## config.mk

```make
export PLATFORM = sky130hd
export DESIGN_NAME = quad_mac_sum
export DESIGN_NICKNAME = d
export VERILOG_FILES = /design/src/rtl/qmas_pkg.sv /design/src/rtl/qmas_stage.sv /design/src/rtl/qmas_in_bank.sv /design/src/rtl/qmas_mult.sv /design/src/rtl/qmas_addsub.sv /design/src/rtl/quad_mac_sum.sv
export SDC_FILE = /design/constraint.sdc
export NUM_CORES = 1
export LEC_CHECK = 0
export ABC_AREA = 1
export BUFFER_PORTS_ARGS = -buffer_cell sky130_fd_sc_hd__buf_4
export CORE_ASPECT_RATIO = 1.2
export CORE_MARGIN = 10
export CORE_UTILIZATION = 40
export CTS_CLUSTER_SIZE = 30
export DETAILED_ROUTE_END_ITERATION = 12
export GPL_TIMING_DRIVEN = 0
export PLACE_DENSITY = 0.63
export SLEW_MARGIN = 10
export SYNTH_ARGS = -nofsm -noshare
export SYNTH_HDL_FRONTEND = slang
export SYNTH_SLANG_ARGS = --single-unit
```

## constraint.sdc

```tcl
create_clock -name clk -period 6.25 [get_ports clk]
set_input_delay 0.9375 -clock clk [delete_from_list [all_inputs] [get_ports clk]]
set_output_delay 0.9375 -clock clk [all_outputs]
set_load 0.02 [all_outputs]
```

## src/rtl/qmas_pkg.sv

```systemverilog
// Package: shared constants and the control bundle type for the quad
// multiply add/subtract summation unit.
// Assumes: exactly four lanes and four-entry enable/reset pools.
package qmas_pkg;
    localparam int LANES = 4;
    localparam int POOL  = 4;

    // Control bundle that travels alongside the data through each stage.
    typedef struct packed {
        logic sgn;   // two's complement when set
        logic sub0;  // first pair subtracts when set
        logic sub1;  // second pair subtracts when set
        logic vld;   // item valid
    } qmas_ctl_t;

    localparam int CTL_W = $bits(qmas_ctl_t);
endpackage

```

## src/rtl/qmas_stage.sv

```systemverilog
// Module: one optional register stage of the datapath.
// When EN is nonzero it builds a register that uses clock enable bit CE_SEL
// and active-low synchronous reset bit RST_SEL, each taken from the pools.
// Reset wins over enable. When EN is zero, q follows d combinationally.
// Assumes: CE_SEL and RST_SEL lie in 0..POOL-1.
module qmas_stage
    import qmas_pkg::*;
#(
    parameter int W       = 8,
    parameter int EN      = 1,
    parameter int CE_SEL  = 0,
    parameter int RST_SEL = 0
) (
    input  logic            clk,
    input  logic [POOL-1:0] ce_pool,
    input  logic [POOL-1:0] rstn_pool,
    input  logic [W-1:0]    d,
    output logic [W-1:0]    q
);
    generate
        if (EN != 0) begin : g_reg
            logic [W-1:0] r;
            // Register with selected reset (priority) and selected enable.
            always_ff @(posedge clk) begin
                if (!rstn_pool[RST_SEL]) begin
                    r <= '0;
                end else if (ce_pool[CE_SEL]) begin
                    r <= d;
                end
            end
            assign q = r;
        end else begin : g_byp
            assign q = d;
        end
    endgenerate
endmodule

```

## src/rtl/qmas_in_bank.sv

```systemverilog
// Module: input register bank for one operand kind (A or B), all lanes.
// Each lane loads either its parallel port slice or, when its FROM_CHAIN
// bit is set, the previous lane's register (lane 0 takes shin).
// shout presents the last lane. Assumes LANES lanes packed lane 0 lowest.
module qmas_in_bank
    import qmas_pkg::*;
#(
    parameter int             W          = 8,
    parameter int             EN         = 1,
    parameter logic [LANES-1:0] FROM_CHAIN = '0,
    parameter int             CE_SEL     = 0,
    parameter int             RST_SEL    = 0
) (
    input  logic               clk,
    input  logic [POOL-1:0]    ce_pool,
    input  logic [POOL-1:0]    rstn_pool,
    input  logic [LANES*W-1:0] par_in,
    input  logic [W-1:0]       shin,
    output logic [LANES*W-1:0] ops,
    output logic [W-1:0]       shout
);
    generate
        for (genvar i = 0; i < LANES; i++) begin : g_lane
            logic [W-1:0] src;
            logic [W-1:0] q;
            if (FROM_CHAIN[i] && i == 0) begin : g_head
                assign src = shin;
            end else if (FROM_CHAIN[i]) begin : g_link
                assign src = g_lane[i-1].q;
            end else begin : g_par
                assign src = par_in[i*W +: W];
            end

            qmas_stage #(
                .W(W), .EN(EN), .CE_SEL(CE_SEL), .RST_SEL(RST_SEL)
            ) u_reg (
                .clk(clk), .ce_pool(ce_pool), .rstn_pool(rstn_pool),
                .d(src), .q(q)
            );
            assign ops[i*W +: W] = q;
        end
    endgenerate

    assign shout = g_lane[LANES-1].q;
endmodule

```

## src/rtl/qmas_mult.sv

```systemverilog
// Module: one A_W by B_W multiplier with signed/unsigned mode.
// Both operands are extended (sign or zero) to the product width and
// multiplied; the low A_W+B_W bits are exact for either interpretation.
module qmas_mult #(
    parameter int A_W = 8,
    parameter int B_W = 8
) (
    input  logic [A_W-1:0]     a,
    input  logic [B_W-1:0]     b,
    input  logic               sgn,
    output logic [A_W+B_W-1:0] p
);
    localparam int PW = A_W + B_W;

    logic [PW-1:0] a_x;
    logic [PW-1:0] b_x;

    // Widen operands by sign or zero according to mode.
    always_comb begin
        a_x = {{B_W{sgn & a[A_W-1]}}, a};
        b_x = {{A_W{sgn & b[B_W-1]}}, b};
    end

    // Truncated product of the widened operands.
    always_comb begin
        p = a_x * b_x;
    end
endmodule

```

## src/rtl/qmas_addsub.sv

```systemverilog
// Module: widening adder/subtractor. Both W-bit inputs are extended by one
// bit (sign when sgn is set, zero otherwise), then x+y or x-y is formed
// modulo 2^(W+1). Used for the pair stages and, with sub tied low, for
// the final summation.
module qmas_addsub #(
    parameter int W = 16
) (
    input  logic [W-1:0] x,
    input  logic [W-1:0] y,
    input  logic         sgn,
    input  logic         sub,
    output logic [W:0]   r
);
    logic [W:0] x_x;
    logic [W:0] y_x;

    // One-bit widening of each operand.
    always_comb begin
        x_x = {sgn & x[W-1], x};
        y_x = {sgn & y[W-1], y};
    end

    // Add or subtract at the widened width.
    always_comb begin
        r = sub ? (x_x - y_x) : (x_x + y_x);
    end
endmodule

```

## src/rtl/quad_mac_sum.sv

```systemverilog
// Module: quad multiply add/subtract summation unit (top).
// Datapath: input stage -> four multipliers -> pipeline stage ->
// two pair add/sub -> final sum -> output stage. Controls and valid ride
// in a bundle through input and pipeline stages; valid also through the
// output stage. Assumes one clock; each stage's enable and reset come
// from pool bits chosen by parameter.
module quad_mac_sum
    import qmas_pkg::*;
#(
    parameter int               A_W          = 8,
    parameter int               B_W          = 8,
    parameter int               USE_IN_REG   = 1,
    parameter int               USE_PIPE_REG = 1,
    parameter int               USE_OUT_REG  = 1,
    parameter logic [3:0]       A_FROM_CHAIN = 4'b0000,
    parameter logic [3:0]       B_FROM_CHAIN = 4'b0000,
    parameter int               IN_CE_SEL    = 0,
    parameter int               IN_RST_SEL   = 0,
    parameter int               PIPE_CE_SEL  = 0,
    parameter int               PIPE_RST_SEL = 0,
    parameter int               OUT_CE_SEL   = 0,
    parameter int               OUT_RST_SEL  = 0
) (
    input  logic                 clk,
    input  logic [3:0]           ce_pool,
    input  logic [3:0]           rstn_pool,
    input  logic                 in_valid,
    input  logic                 signed_mode,
    input  logic                 sub_sel0,
    input  logic                 sub_sel1,
    input  logic [4*A_W-1:0]     a_in,
    input  logic [4*B_W-1:0]     b_in,
    input  logic [A_W-1:0]       shin_a,
    input  logic [B_W-1:0]       shin_b,
    output logic [A_W-1:0]       shout_a,
    output logic [B_W-1:0]       shout_b,
    output logic                 out_valid,
    output logic [A_W+B_W+1:0]   sum_out
);
    localparam int PW = A_W + B_W;   // product width
    localparam int RW = PW + 1;      // pair result width
    localparam int SW = PW + 2;      // final sum width

    qmas_ctl_t ctl_in, ctl_s1, ctl_s2;
    logic [LANES*A_W-1:0] a_s1;
    logic [LANES*B_W-1:0] b_s1;
    logic [LANES*PW-1:0]  prod_s1, prod_s2;
    logic [RW-1:0]        pair0, pair1;
    logic [SW-1:0]        sum_c;
    logic [SW:0]          out_d, out_q;

    // Bundle the control inputs with the valid flag.
    always_comb begin
        ctl_in = '{sgn: signed_mode, sub0: sub_sel0, sub1: sub_sel1, vld: in_valid};
    end

    // Input stage: operand banks (with optional chaining) and control.
    qmas_in_bank #(
        .W(A_W), .EN(USE_IN_REG), .FROM_CHAIN(A_FROM_CHAIN),
        .CE_SEL(IN_CE_SEL), .RST_SEL(IN_RST_SEL)
    ) u_bank_a (
        .clk(clk), .ce_pool(ce_pool), .rstn_pool(rstn_pool),
        .par_in(a_in), .shin(shin_a), .ops(a_s1), .shout(shout_a)
    );

    qmas_in_bank #(
        .W(B_W), .EN(USE_IN_REG), .FROM_CHAIN(B_FROM_CHAIN),
        .CE_SEL(IN_CE_SEL), .RST_SEL(IN_RST_SEL)
    ) u_bank_b (
        .clk(clk), .ce_pool(ce_pool), .rstn_pool(rstn_pool),
        .par_in(b_in), .shin(shin_b), .ops(b_s1), .shout(shout_b)
    );

    qmas_stage #(
        .W(CTL_W), .EN(USE_IN_REG), .CE_SEL(IN_CE_SEL), .RST_SEL(IN_RST_SEL)
    ) u_ctl_in (
        .clk(clk), .ce_pool(ce_pool), .rstn_pool(rstn_pool),
        .d(ctl_in), .q(ctl_s1)
    );

    // Four multipliers, mode taken from the input-stage control.
    generate
        for (genvar i = 0; i < LANES; i++) begin : g_mul
            qmas_mult #(.A_W(A_W), .B_W(B_W)) u_mul (
                .a(a_s1[i*A_W +: A_W]),
                .b(b_s1[i*B_W +: B_W]),
                .sgn(ctl_s1.sgn),
                .p(prod_s1[i*PW +: PW])
            );
        end
    endgenerate

    // Pipeline stage: products and control.
    qmas_stage #(
        .W(LANES*PW), .EN(USE_PIPE_REG), .CE_SEL(PIPE_CE_SEL), .RST_SEL(PIPE_RST_SEL)
    ) u_pipe_data (
        .clk(clk), .ce_pool(ce_pool), .rstn_pool(rstn_pool),
        .d(prod_s1), .q(prod_s2)
    );

    qmas_stage #(
        .W(CTL_W), .EN(USE_PIPE_REG), .CE_SEL(PIPE_CE_SEL), .RST_SEL(PIPE_RST_SEL)
    ) u_pipe_ctl (
        .clk(clk), .ce_pool(ce_pool), .rstn_pool(rstn_pool),
        .d(ctl_s1), .q(ctl_s2)
    );

    // Pair stages, each with its own operation select.
    qmas_addsub #(.W(PW)) u_pair0 (
        .x(prod_s2[0*PW +: PW]), .y(prod_s2[1*PW +: PW]),
        .sgn(ctl_s2.sgn), .sub(ctl_s2.sub0), .r(pair0)
    );

    qmas_addsub #(.W(PW)) u_pair1 (
        .x(prod_s2[2*PW +: PW]), .y(prod_s2[3*PW +: PW]),
        .sgn(ctl_s2.sgn), .sub(ctl_s2.sub1), .r(pair1)
    );

    // Final summation of the two pair results.
    qmas_addsub #(.W(RW)) u_sum (
        .x(pair0), .y(pair1), .sgn(ctl_s2.sgn), .sub(1'b0), .r(sum_c)
    );

    // Output stage: sum and valid flag together.
    always_comb begin
        out_d = {ctl_s2.vld, sum_c};
    end

    qmas_stage #(
        .W(SW+1), .EN(USE_OUT_REG), .CE_SEL(OUT_CE_SEL), .RST_SEL(OUT_RST_SEL)
    ) u_out (
        .clk(clk), .ce_pool(ce_pool), .rstn_pool(rstn_pool),
        .d(out_d), .q(out_q)
    );

    assign out_valid = out_q[SW];
    assign sum_out   = out_q[SW-1:0];
endmodule

```

==> impl_metrics.json, run 1 <==
{
  "outcome": "finished, final reports clean",
  "cts_tree": "yes",
  "path_clk_slew_ps": 70,
  "critical_path_class": "flip-flop to flip-flop",
  "synth_edf_count": 0,
  "hpwlAfterDp_mm": 46.6,
  "cp_num_buf_inv": 5,
  "synth_top_area_share_pct": 25.4,
  "hold_buffers": 0,
  "io_pins": 128,
  "vias_per_cell": 4.85,
  "whs_ps": 488,
  "peakVddDrop_mv": 0.211,
  "gp_congestion": 0.925,
  "dr_total_vias": 17154,
  "ys_async_sr_fraction_pct": 0,
  "cts_sinks": 155,
  "post_route_cells_drive_above_1_share_pct": 6.95,
  "grt_pass1_wl_mm": 91.6,
  "wl_per_cell_um": 15.9,
  "rows": 90,
  "p_per_area_nw_per_um2": 225,
  "antenna_found_initial": 0,
  "power_frac_comb_pct": 53.8,
  "die-area_sq_um": 59800,
  "diodes": 0,
  "clock_path_buffers": 2,
  "tns_ps": 0,
  "critPathCaptureType": "flip-flop",
  "ys_warn_count": 0,
  "grt_pass1_vias": 17671,
  "first_pass_iters": 7,
  "tightest_slew_ps": 990,
  "fmax_ghz": 0.179,
  "nets": 3411,
  "area_growth_pct": 11.0,
  "syn_area_sq_um": 20100,
  "die_h_um": 266,
  "cts_buffers": 17,
  "crit_fanout": 10,
  "initial_utilization_pct": 40.2,
  "totalPowerFinal_w": 0.00502,
  "worst_path_most_repeated_cell": "nand2_1",
  "port_buffers": 105,
  "wl_mm": 56.3,
  "grt.overflow.total": 0,
  "place_ws_ps": 649,
  "cap_viol_max_count": 0,
  "power_frac_clock_pct": 22.8,
  "h-tree-depth": 4,
  "crit_arrival_ps": 5950,
  "synthTopCellsByArea": "fa_1 25%, dfxtp_1 15%, inv_1 12%",
  "antenna_left": 0,
  "coreArea_sq_um": 50100,
  "track_usage_pct": 19.3,
  "internal_power_w": 0.00270,
  "skew_ps": 11.6,
  "min_period_over_period_pct": 89.3,
  "p_seq_share_pct": 23.4,
  "ctsResizeCount": 0,
  "cts-root-buf": "clkbuf_16",
  "setup_ws_ps": 669,
  "synth-main-ff-cell": "dfxtp_1",
  "yosys.area.top_type": "fa_1",
  "path_delay_family": "adder cells",
  "cpMaxStageDelayCell": "clkbuf_1",
  "relSlewSlack_pct": 34.0,
  "cp.required_ps": 6620,
  "switching_share_pct": 46.3,
  "cp_slowest_stage_delay_ps": 590,
  "grt_max_degree": 17,
  "post_cts_buffers": 0,
  "synth_fp_nets": 3287,
  "synthCells": 2756,
  "syn_area_per_cell_sq_um": 7.31,
  "fp.dieW_um": 225,
  "path_cells": "clkbuf_1, nand2_1, fa_1, inv_1, fa_1, fa_1, fa_1, inv_1, fa_1, inv_1, ha_1, a21oi_1, o21ai_1, nand2_1, nand2_1, nand2_1, nand2_1, nand2_1, nand2_1, a21oi_1, or2_1, nand3_1, nand2_1, inv_1",
  "drt_iter0_drc": 942,
  "switchingPower_w": 0.00233,
  "hold_violations": 0,
  "seq_area_frac_synth_pct": 15.4,
  "maxSlewViolCount": 0,
  "setup_violations": 0,
  "worstSkewPairLatency_ps": 470,
  "synth.distinct_cells": 43,
  "hp-class": "flip-flop to flip-flop",
  "timing.final.crit_period_ps": 5580,
  "drc_errors": 0,
  "synth_seq_cells": 155,
  "rsz0062_at_grt": "no",
  "critPathLaunchType": "flip-flop",
  "p_leak_nw": 12.7
}
==> worst reg2reg max path, delay by kind of cell (launching register included) <==
kind / cells / cell delay, ps
AO/OA/AOI/OAI: 3 / 500
adder cells (fa/ha/maj): 6 / 2860
buffers and inverters: 5 / 790
AND/OR/NAND/NOR: 10 / 990
flip-flops: 1 / 340
==> Yosys cell counts, types with 5 or more instances <==
library cell	n
nor3_1	18
a211oi_1	8
nand2_1	480
nand2_2	6
clkbuf_1	103
o21ai_0	173
o31ai_1	6
nand3b_1	6
fa_1	255
ha_1	183
a21oi_1	111
inv_1	621
or2_2	13
buf_4	17
nand3_1	59
a31oi_1	7
nor2_1	332
o211ai_1	11
dfxtp_1	155
buf_2	10
o21bai_1	6
o21ai_2	5
xnor2_1	42
a21o_1	6
xor2_1	76
nand4_1	12
==> registers in the layout, summed over array words and instances, names as in the netlist <==
register,cells
u_out.q,19
u_pipe_ctl.q,4
u_bank_b.g_lane.u_reg.q,32
u_pipe_data.q,64
u_bank_a.g_lane.u_reg.q,32
u_ctl_in.q,4
==> layer usage <==
metal | vias up | share of wire [%] | wire, um | global-route usage, %
met5 | - | 0 | 0 | 0
met3 | 50 | 3.8 | 2130 | 2.21
met2 | 328 | 50 | 28200 | 34.7
met1 | 8268 | 44 | 24800 | 23.8
met4 | 0 | 2.1 | 1200 | 5.23
li1 | 8508 | - | - | -
==> placed cells by master, fill, tap and decap left out, types with 18 or more instances in the layout <==
cell type  count
inv_1        621
nand2_1      480
nor2_1       332
fa_1         255
ha_1         183
o21ai_0      173
dfxtp_1      155
buf_4        122
a21oi_1      111
clkbuf_1     103
xor2_1        76
nand3_1       59
xnor2_1       42
nor3_1        18
==> final timing paths <==
path / start / end / slack [ps] / depth (start not counted)
worst max-delay path: u_bank_b.g_lane[3].u_reg.q[0] / u_pipe_data.q[61] / 670 / 24
worst min-delay path: u_pipe_data.q[0] / u_pipe_data.q[0] / 490 / 2
worst max register to register: u_bank_b.g_lane[3].u_reg.q[0] / u_pipe_data.q[61] / 670 / 24
worst min register to register: u_pipe_data.q[0] / u_pipe_data.q[0] / 490 / 2
==> final cells by class <==
| class | instances | area [sq um] |
|---|---|---|
| plain buffers | 132 | 579 |
| clock buffers | 18 | 439 |
| clock inverters | 14 | 176 |
| fillers | 5115 | 27800 |
| inverters | 628 | 2360 |
| multi-input cells | 1841 | 14100 |
| flip-flops and latches | 155 | 3100 |
| well taps | 644 | 806 |
| repair buffers | 105 | 788 |
==> stage by stage <==
step | std cells | instance area, sq um | utilization [%]
after floorplan | 2756 | 20100 | -
after global placement | 3505 | 21700 | 43.4
after detailed placement | 3505 | 21700 | 43.4
after CTS | 3537 | 22300 | 44.6
after global routing | 3537 | 22300 | 44.6
final | 3537 | 22300 | 44.6
==> logic make-up (layout without fill, tap and decap cells) <==
kind of cell	after synthesis	after routing	share of synthesized area [%]
AND/OR/NAND/NOR	941	941	18.8
buffers and inverters	760	897	14.6
adder cells (fa/ha/maj)	438	438	36.7
AO/OA/AOI/OAI	344	344	9.30
flip-flops	155	155	15.4
XOR/XNOR	118	118	5.13
==> power groups by stage <==
| stage | registers (W) | logic (W) | clock network (W) |
|---|---|---|---|
| 2_1_floorplan | 0.00122 | 0.00188 | 0 |
| 3_3_place_gp | 0.00119 | 0.00267 | 0 |
| 3_5_place_dp | 0.00120 | 0.00269 | 0 |
| 4_1_cts | 0.00118 | 0.00271 | 0.00117 |
| 5_1_grt | 0.00119 | 0.00305 | 0.00120 |
| 6_report | 0.00118 | 0.00270 | 0.00114 |
(Power assumes the default switching activity.)
==> run 2, diff against run 1 <==
--- a/config.mk
+++ b/config.mk
@@ -13,7 +13,9 @@
 export CTS_CLUSTER_SIZE = 30
 export DETAILED_ROUTE_END_ITERATION = 12
 export GPL_TIMING_DRIVEN = 0
+export HOLD_SLACK_MARGIN = 0.03
 export PLACE_DENSITY = 0.63
+export REMOVE_ABC_BUFFERS = 1
 export SLEW_MARGIN = 10
 export SYNTH_ARGS = -nofsm -noshare
 export SYNTH_HDL_FRONTEND = slang
==> constraint.sdc (replaced) <==
create_clock -name clk -period 6.25 [get_ports clk]
set_input_delay 1.25 -clock clk [delete_from_list [all_inputs] [get_ports clk]]
set_output_delay 1.25 -clock clk [all_outputs]
set_load 0.02 [all_outputs]
==> run 2 against run 1 <==
Compared with the run above:
- critical path depth down 5
- design area down 2.5%
- core utilization down 1.1 points
==> impl_metrics.json, run 2 (synthesized netlist as in run 1, its figures left out) <==
{
  "critPathLaunchType": "flip-flop",
  "cts_tree": "yes",
  "holdCritStartpoint": "u_pipe_data.q[0]",
  "cts_sinks": 155,
  "drc_errors": 0,
  "cts-root-buf": "clkbuf_16",
  "critical_path_class": "flip-flop to flip-flop",
  "post_route_cells_drive_above_1_share_pct": 6.37,
  "path_clk_slew_ps": 70,
  "cts_buffers": 17,
  "p_per_area_nw_per_um2": 221,
  "io_pins": 128,
  "rsz0062_at_grt": "no",
  "tightest_slew_ps": 1160,
  "area_growth_pct": 8.16,
  "setup_violations": 0,
  "wl_mm": 47.6,
  "drt_iter0_drc": 711,
  "coreArea_sq_um": 50100,
  "clock_path_buffers": 2,
  "totalPowerFinal_w": 0.00481,
  "mostFrequentLayoutCell": "inv_1",
  "peakVddDrop_mv": 0.185,
  "die-area_sq_um": 59800,
  "wl_per_cell_um": 14.0,
  "fp.dieW_um": 225,
  "grt.overflow.total": 0,
  "hold_buffers": 0,
  "vias_per_cell": 4.86,
  "outcome": "finished, final reports clean",
  "hp-class": "flip-flop to flip-flop",
  "worstReg2RegStart": "u_ctl_in.q[3]",
  "dr_total_vias": 16561,
  "rows": 90,
  "setup_ws_ps": 744,
  "cp.required_ps": 6630,
  "nets": 3281,
  "crit_fanout": 11,
  "hold_violations": 0,
  "maxSlewViolCount": 0,
  "track_usage_pct": 17.0,
  "relSlewSlack_pct": 22.9,
  "hpwlAfterDp_mm": 37.3,
  "cap_viol_max_count": 0,
  "fmax_ghz": 0.182,
  "tns_ps": 0,
  "p_leak_nw": 12.4,
  "r2r_setup_slack_ps": 740,
  "antenna_left": 0,
  "r2r_end": "u_pipe_data.q[44]",
  "worstSkewPairLatency_ps": 500,
  "largest_register_ffs": 64,
  "h-tree-depth": 4,
  "min_period_over_period_pct": 88.1,
  "first_pass_iters": 7,
  "min_to": "u_pipe_data.q[0]",
  "critPathCaptureType": "flip-flop",
  "grt_pass1_wl_mm": 83.3,
  "grt_max_degree": 112,
  "place_ws_ps": 266,
  "port_buffers": 105,
  "initial_utilization_pct": 40.2,
  "antenna_found_initial": 0,
  "hold_depth": 2,
  "diodes": 0,
  "timing.final.crit_period_ps": 5510,
  "whs_ps": 483,
  "grt_pass1_vias": 17726,
  "r2r_cells": 19,
  "skew_ps": 9.86,
  "die_h_um": 266,
  "final_cell_mix": "621 x inv_1, 480 x nand2_1, 332 x nor2_1",
  "crit_arrival_ps": 5890,
  "gp_congestion": 0.864
}
run 2: changes by cell type in the layout (fill, tap and decap cells not counted), sizes merged:
cell / previous run / this run
inv: 634 / 633
bufinv: 2 / 1
clkinvlp: 1 / 5
buf: 134 / 107
clkinv: 5 / 3
clkbuf: 121 / 18
run 2: layout make-up:
type	count	area, sq um
clock buffers	18	429
clock inverters	14	134
fillers	5118	28300
inverters	628	2360
multi-input cells	1841	14100
flip-flops and latches	155	3100
well taps	644	806
repair buffers	107	847
run 2: per-layer routing:
| layer | GRT usage, % | routed length [um] |
|---|---|---|
| met5 | 0 | 0 |
| met2 | 31.3 | 24400 |
| met3 | 2.20 | 1380 |
| met1 | 19.4 | 20500 |
| met4 | 7.01 | 1340 |
run 2: worst max-delay path by stage:
| stage | from | endpoint | slack (ps) |
|---|---|---|---|
| 2_1_floorplan | u_ctl_in.q[3] | u_pipe_data.q[44] | 1220 |
| 3_3_place_gp | ce_pool[0] | u_pipe_ctl.q[2] | -2580 |
| 3_5_place_dp | u_ctl_in.q[3] | u_pipe_data.q[45] | 270 |
| 4_1_cts | u_ctl_in.q[3] | u_pipe_data.q[45] | 240 |
| 5_1_grt | u_ctl_in.q[3] | u_pipe_data.q[44] | 320 |
| 6_report | u_ctl_in.q[3] | u_pipe_data.q[44] | 740 |
run 2: critical path, stage by stage, from the launching register on:
cell and delay [ps]:
dfxtp_2 760, nand2_2 300, or2_2 360, fa_1 460
fa_1 500, inv_1 50, fa_1 470, inv_1 50
fa_1 460, fa_1 510, inv_1 40, ha_1 320
nand2_1 120, nor2_1 70, nor4_1 400, nor2_1 90
nor2_1 140, xnor2_1 80, o21ai_0 140, inv_1 60
run 2: what timing repair did:
| action | 4_1_cts | 5_1_grt |
|---|---|---|
| buffers inserted | 0 | 0 |
| resized for setup | 0 | 1 |
| setup endpoints to repair | 0 | 4 |
run 2: stage by stage:
step / cell area [sq um] / std cells / util, %
3_3_place_gp: 21200 / 3373 / 42.2
6_report: 21800 / 3407 / 43.5
5_1_grt: 21800 / 3407 / 43.5
3_5_place_dp: 21200 / 3375 / 42.3
2_1_floorplan: 19600 / 2624 / -
4_1_cts: 21800 / 3407 / 43.5
run 2: power breakdown:
part	total (W)	leakage (nW)	switching, W	internal [W]
logic	0.00249	10.9	0.00154	0.000950
registers	0.00127	1.29	0.000164	0.00110
clock network	0.00105	0.261	0.000501	0.000553
